[config.mk]
export PLATFORM = sky130hd
export DESIGN_NAME = slc_seq
export DESIGN_NICKNAME = d
export VERILOG_FILES = /design/src/rtl/slc_pkg.sv /design/src/rtl/slc_seq.sv
export SDC_FILE = /design/constraint.sdc
export NUM_CORES = 1
export LEC_CHECK = 0
export CAP_MARGIN = 5
export CELL_PAD_IN_SITES_DETAIL_PLACEMENT = 0
export CELL_PAD_IN_SITES_GLOBAL_PLACEMENT = 2
export CORE_MARGIN = 5
export CORE_UTILIZATION = 40
export DETAILED_ROUTE_END_ITERATION = 8
export DONT_BUFFER_PORTS = 1
export PLACE_DENSITY_LB_ADDON = 0.1
export SYNTH_ARGS = -nofsm -noshare
export SYNTH_HDL_FRONTEND = slang
export SYNTH_SLANG_ARGS = --single-unit
[constraint.sdc]
create_clock -name clk -period 6.87 [get_ports clk]
set_input_delay 0.3435 -clock clk [delete_from_list [all_inputs] [get_ports clk]]
set_output_delay 0.3435 -clock clk [all_outputs]
set_load 0.05 [all_outputs]
[src/rtl/slc_pkg.sv]
package slc_pkg;
  typedef enum logic [3:0] {
    S_IDLE, S_RST, S_IRH, S_IRS, S_MID, S_FLUSH, S_INJ, S_HUNT, S_EXIT, S_DONE
  } seq_t;

  typedef enum logic [1:0] {OB_NONE, OB_ZERO, OB_HUNT} obs_t;
endpackage

[src/rtl/slc_seq.sv]
module slc_seq import slc_pkg::*; #(
  parameter int IR_TOT = 16,
  parameter int LEN_W  = 10,
  parameter int CW     = 11
) (
  input  logic              clk,
  input  logic              rst,
  input  logic              start,
  input  logic              tick,
  input  logic              stop,
  input  logic [IR_TOT-1:0] ir_word,
  input  logic [LEN_W-1:0]  max_len,
  output logic              run,
  output logic              tms,
  output logic              tdi,
  output logic              clr,
  output logic              fin,
  output obs_t              obs,
  output logic [LEN_W-1:0]  hidx,
  output logic [LEN_W-1:0]  max_q
);
  localparam int         RST_N   = 5;
  localparam logic [4:0] IRH_PAT = 5'b00110;
  localparam logic [4:0] MID_PAT = 5'b00101;

  seq_t              st;
  logic [CW-1:0]     cnt;
  logic [IR_TOT-1:0] ir_sh;

  always_ff @(posedge clk) begin
    if (rst) begin
      st    <= S_IDLE;
      cnt   <= '0;
      ir_sh <= '0;
      max_q <= '0;
      hidx  <= '0;
      obs   <= OB_NONE;
      run   <= 1'b0;
      tms   <= 1'b1;
      tdi   <= 1'b0;
      clr   <= 1'b0;
      fin   <= 1'b0;
    end else begin
      clr <= 1'b0;
      fin <= 1'b0;
      if (st == S_IDLE) begin
        if (start) begin
          ir_sh <= ir_word;
          max_q <= max_len;
          tms   <= 1'b1;
          tdi   <= 1'b0;
          obs   <= OB_NONE;
          cnt   <= CW'(1);
          run   <= 1'b1;
          clr   <= 1'b1;
          st    <= S_RST;
        end
      end else if (tick) begin
        obs <= OB_NONE;
        tdi <= 1'b0;
        case (st)
          S_RST: begin
            tms <= 1'b1;
            if (cnt == CW'(RST_N - 1)) begin st <= S_IRH; cnt <= '0; end
            else cnt <= cnt + 1'b1;
          end
          S_IRH: begin
            tms <= IRH_PAT[cnt[2:0]];
            if (cnt == CW'(4)) begin st <= S_IRS; cnt <= '0; end
            else cnt <= cnt + 1'b1;
          end
          S_IRS: begin
            tdi   <= ir_sh[0];
            ir_sh <= ir_sh >> 1;
            tms   <= (cnt == CW'(IR_TOT - 1));
            if (cnt == CW'(IR_TOT - 1)) begin st <= S_MID; cnt <= '0; end
            else cnt <= cnt + 1'b1;
          end
          S_MID: begin
            tms <= MID_PAT[cnt[2:0]];
            if (cnt == CW'(4)) begin st <= S_FLUSH; cnt <= CW'(1); end
            else cnt <= cnt + 1'b1;
          end
          S_FLUSH: begin
            tms <= 1'b0;
            obs <= (cnt > CW'(max_q)) ? OB_ZERO : OB_NONE;
            if (cnt == CW'({max_q, 1'b0})) st <= S_INJ;
            else cnt <= cnt + 1'b1;
          end
          S_INJ: begin
            tms <= 1'b0;
            tdi <= 1'b1;
            cnt <= CW'(1);
            st  <= S_HUNT;
          end
          S_HUNT: begin
            if (stop) begin
              tms <= 1'b1;
              cnt <= '0;
              st  <= S_EXIT;
            end else begin
              tms  <= 1'b0;
              obs  <= OB_HUNT;
              hidx <= cnt[LEN_W-1:0];
              cnt  <= cnt + 1'b1;
            end
          end
          S_EXIT: begin
            tms <= (cnt == '0);
            if (cnt == CW'(1)) st <= S_DONE;
            else cnt <= cnt + 1'b1;
          end
          S_DONE: begin
            tms <= 1'b0;
            run <= 1'b0;
            fin <= 1'b1;
            st  <= S_IDLE;
          end
          default: st <= S_IDLE;
        endcase
      end
    end
  end
endmodule

**After elaboration in Yosys (flattened, before gate mapping)**

Memory sizes are Yosys's and may differ from the RTL's. A register that Yosys moved wholly into a read port is not among the register bits.
Cells that the tools add are included.
W data, S select, Z words.

- Bits in read-only memories: 16
- Input bits: 31
- Logic and storage cells: 112
- Memories kept: 2
- Flip-flop bits (word level): 58

- Bitwise operators: 3
- Magnitude comparators: 2
- Add/sub/neg operators: 1
- Reduce and logical (&&, ||, !) cells: 19
- Equality and inequality tests: 23
- Muxes and demuxes: 51

Memories:

| name | depth | bits a word | rd ports | clocked after memory_dff | wr ports | RTL line | text |
|---|---|---|---|---|---|---|---|
| (no name shown) | 8 | 1 | 1 | 1 | 0 | slc_seq.sv:80 | `tms <= MID_PAT[cnt[2:0]];` |
| (no name shown) | 8 | 1 | 1 | 1 | 0 | slc_seq.sv:68 | `tms <= IRH_PAT[cnt[2:0]];` |

Operators with widths:

| kind | number |
|---|---|
| $mux W11 | 9 |
| $pmux W11 S7 | 1 |
| $mux W16 | 4 |
| $mux W4 | 10 |
| $pmux W4 S8 | 1 |
| $ne A3 B3 Y1 const B | 9 |
| $eq A4 B3 Y1 const B | 4 |
| $reduce_bool A8 Y1 | 2 |
| $mux W1 | 15 |
| $mux W3 | 4 |
| $add A11 B1 Y11 const B | 1 |
| $eq A11 B1 Y1 const B | 1 |
| $eq A11 B11 Y1 | 1 |
| $eq A11 B3 Y1 const B | 1 |
| $eq A11 B4 Y1 const B | 1 |
| $gt A11 B10 Y1 | 1 |
| $logic_not A11 Y1 | 1 |
| $reduce_and A3 Y1 | 3 |
| $reduce_and A9 Y1 | 1 |
| $eq A4 B2 Y1 const B | 2 |
| $eq A4 B4 Y1 const B | 2 |
| $mux W2 | 4 |
| $pmux W1 S7 | 1 |
| $reduce_bool A2 Y1 | 3 |
| other kinds (12) | 17 |

**Depth between registers and ports, before layout**

- Depth in word-level cells: 7
- Mapped depth: 10
- Mapped depth without buffers: 9

**Least setup slack after synthesis**

No wires, ideal clock.

- Kind: register to register
- Start: reg max_q[5]
- End: reg with a tool-made name
- Data required time: 6.747 ns
- Library setup time: 0.123 ns
- Data arrival time: 2.087 ns
- Path slack: 4.661 ns
- Cell stages (with the launch flop): 8
- Path through: dfxtp_1 -> xor2_1 -> nor4_2 -> a41o_1 -> nor3_1 -> a221oi_4 -> mux2i_1 -> o21ai_1

RTL lines:

| what | RTL line | text |
|---|---|---|
| start: declaration | slc_seq.sv:20 | `output logic [LEN_W-1:0] max_q` |
| start signal: assignment | slc_seq.sv:49 | `max_q <= max_len;` |

==> results.json <==
{
  "run_status": "finished clean",
  "worstReg2RegStart": "st[3]",
  "worst-endpoint-arrival_ns": 3.10,
  "comb_power_share_pct": 19.7,
  "antenna_nets_post_route": 0,
  "detailedPlacementHpwl_mm": 5.699,
  "finalHoldViolCount": 0,
  "design.die.area_sq_um": 9988,
  "switching_share_pct": 31.55,
  "fraction_of_power_consumed_by_sequential_logic_pct": 41.8,
  "cts_inserted_buffers": 9,
  "num-fill-cells": 794,
  "cts.reportedPaths.clkPinSlew_ns": 0.08,
  "chip_height_microns": 99.94,
  "post_synth_fa_ha_maj_area_fraction_pct": 5.027,
  "vias": 2565,
  "largest_family_of_logic_cells_by_synthesized_area": "simple AND/OR/NAND/NOR gates",
  "synth.top_cells.by_area": "dfxtp_1 (37%), mux2i_1 (9.0%), nor2_1 (5.5%), ha_1 (5.0%), a21oi_1 (3.9%)",
  "drt-wirelength-per-cell_microns": 17.14,
  "hold_path_startpoint": "rst",
  "area_taken_by_multi_input_logic_gates_sq_um": 1843,
  "setup_total_negative_slack_ns": 0,
  "drive_gt1_share_pct": 8.967,
  "max-clock-path-buffers": 2,
  "hold_class": "in2reg",
  "post_synth_and_or_nand_nor_area_fraction_pct": 20.11,
  "fin_worst_hold_slack_ns": 0.06912,
  "antenna_found_initial": 0,
  "vias_in_the_first_global_route": 2576,
  "worst_clock_skew_ns": 0.01222,
  "power_density_nw_per_um2": 299.8,
  "p_int_w": 0.0007181,
  "cap_viol_max_count": 0,
  "synth_edf_count": 0,
  "postCtsHoldBufs": 0,
  "top_layer": "met4",
  "seq_area_frac_synth_pct": 37.12,
  "post_drt_via_cell_ratio": 5.457,
  "async_flop_share_pct": 0,
  "post_cts_buffers": 0,
  "slew-limit-headroom_pct": 19.44,
  "ir_worst_vdd_mv": 0.1110,
  "p_leak_nw": 1.369,
  "ctsRootBufferMaster": "clkbuf_8",
  "worst_skew_pair.late_latency_ns": 0.34,
  "post-route-util_pct": 44.82,
  "global_route_wire_length_before_repair_mm": 13.30,
  "layout-area-overhead-vs-synth_pct": 8.159,
  "rows": 32,
  "post_synth_mux_area_share_pct": 8.971,
  "grt_max_degree": 51,
  "critical_path_maximum_fanout": 20,
  "area_share_of_xor_xnor_cells_in_the_synthesized_design_pct": 5.143,
  "routedLengthMet1_mm": 3.990,
  "power.share.clock_pct": 38.5,
  "cp-end-kind": "flip-flop",
  "required_ns": 7.08,
  "port-buffer-count": 0,
  "die_x_microns": 99.94,
  "p_sw_w": 0.0003310,
  "routed_wirelength_mm": 8.055,
  "yosys_register_bits": 60,
  "routabilityCongestion": 0.8146,
  "final_net_count": 407,
  "io_pins": 58,
  "grt_usage_pct": 16.71,
  "synth_cells": 377,
  "fmax_ghz": 0.3467,
  "post-route-period-util_pct": 41.98,
  "yosys_warnings": 0,
  "remaining_drc_errors": 0,
  "drtPass1Iterations": 4,
  "core_sq_um": 7807,
  "avgSynthCellArea_sq_um": 8.583,
  "synth_top_area_cell": "dfxtp_1",
  "numClockSinks": 60,
  "tritoncts": "yes",
  "synth_top_cell_area_share_pct": 37.12,
  "antenna_cells_inserted": 0,
  "area.sequential_sq_um": 1201,
  "syn-num-nets": 421,
  "cts_resized": 0,
  "critPathKind": "reg2reg",
  "met3WireLength_microns": 517,
  "htreeDepth": 3,
  "timing.final.crit_period_ns": 2.884,
  "yosys.cell_types.count": 50,
  "grt_setup_unrepaired": "no",
  "synthesis.area_sq_um": 3236,
  "final_max_slew_viol_count": 0,
  "overflow": 0,
  "met2_length_mm": 3.504,
  "synth-compound-area-share_pct": 17.40,
  "slew_worst_pin_ns": 1.202,
  "timing.final.setup_violations": 0,
  "start_util_pct": 41.44,
  "worst-r2r-cell-count": 8,
  "setup.reg_to_reg.worst_slack_ns": 3.99,
  "startpoint": "st[3]",
  "drt-initial-drc-count": 65,
  "timing.critical_path.from_type": "flip-flop",
  "synth_flop_cell": "dfxtp_1"
}
[flip-flops by register name, summed over array words and instances, names as in the netlist, named ones only]
signal	flops
max_q	10
cnt	11
st	4
run	1
fin	1
tms	1
ir_sh	16
clr	1
hidx	10
obs	2
tdi	1
[layer usage]
layer,track usage (%),up-vias
met1,23.54,1194
met5,0,-
met3,4.934,4
met2,25.04,65
met4,4.097,0
li1,-,1302
[kinds of logic (layout without fill, tap and decap cells)]
group                    Yosys count  in the layout
adder cells (fa/ha/maj)           13             13
buffers and inverters             44             35
XOR/XNOR                          19             19
AND/OR/NAND/NOR                  131            131
flip-flops                        60             60
multiplexers                      29             29
AO/OA/AOI/OAI                     81             81
[layout make-up]
| type | count | area share (%) |
|---|---|---|
| clock inverters | 6 | 3.182 |
| clock buffers | 10 | 3.933 |
| multi-input cells | 273 | 52.66 |
| well taps | 102 | 3.647 |
| inverters | 17 | 1.823 |
| flip-flops and latches | 60 | 34.32 |
| repair buffers | 2 | 0.4290 |
[cells in the final DEF, fill, tap and decap left out, types with 3 or more instances in the layout]
master	synthesis	final
nand3_1	7	7
nand2_1	33	33
nand4_1	7	7
bufinv_16	0	3
xor2_1	14	14
and2_1	3	3
nor4_2	4	4
inv_1	15	15
a31oi_1	3	3
a21oi_1	25	25
mux2i_1	29	29
o21ai_1	5	5
dfxtp_1	60	60
nor3_1	8	6
clkbuf_8	0	10
nand2b_1	3	3
xnor2_1	5	5
o21a_1	7	7
o21ai_0	9	9
nor4_1	5	5
ha_1	13	13
nor2_1	47	47
a211oi_1	15	15
and3_1	4	4
[synthesized netlist by cell type, types with 2 or more instances]
master and count:
nand2_1 33, mux2i_1 29, a31oi_1 3, nand2b_1 3, dfxtp_1 60, ha_1 13
nand4_1 7, and2_1 3, o21ai_1 5, nor2_1 47, buf_6 3, xnor2_1 5
buf_2 11, nand4b_1 2, and3_1 4, o21ai_0 9, inv_2 2, a21oi_1 25
a211oi_1 15, a22oi_1 2, inv_1 15, nor3_1 8, nand3_1 7, a31o_1 2
nor4_2 4, o21a_1 7, nor4_1 5, xor2_1 14, clkbuf_1 13
[critical path, stage by stage, from the launching register on]
cell,delay (ns)
dfxtp_1,0.53
nor4_4,0.34
buf_4,0.34
mux2i_1,0.59
a41o_1,0.23
nor3_1,0.10
a221oi_4,0.33
mux2i_1,0.22
o21ai_1,0.07
[stage by stage]
step | total power, W | worst slack (ns) | area [sq um] | cells
after detailed placement | 0.0006565 | 3.957 | 3251 | 454
after floorplan | 0.0006151 | 4.661 | 3236 | 377
after CTS | 0.001063 | 3.957 | 3500 | 470
after global routing | 0.001113 | 3.753 | 3500 | 470
final | 0.001049 | 3.986 | 3500 | 470
after global placement | 0.0006548 | 4.127 | 3251 | 454
[power groups by stage]
stage	combinational [W]	sequential (W)	clock (W)
after floorplan	0.000183	0.000432	0
after global placement	0.000208	0.000446	0
after detailed placement	0.000209	0.000447	0
after CTS	0.000210	0.000439	0.000413
after global routing	0.000234	0.000444	0.000435
final	0.000207	0.000439	0.000404
[worst min-delay path by stage]
stage,end,slack [ns],cells after the start
after floorplan,cnt[0],0.42,1
after global placement,ir_sh[15],0.42,1
after detailed placement,hidx[5],0.42,1
after CTS,ir_sh[14],0.05,1
after global routing,ir_sh[15],0.04,1
final,ir_sh[14],0.07,1
(Power assumes the default switching activity.)
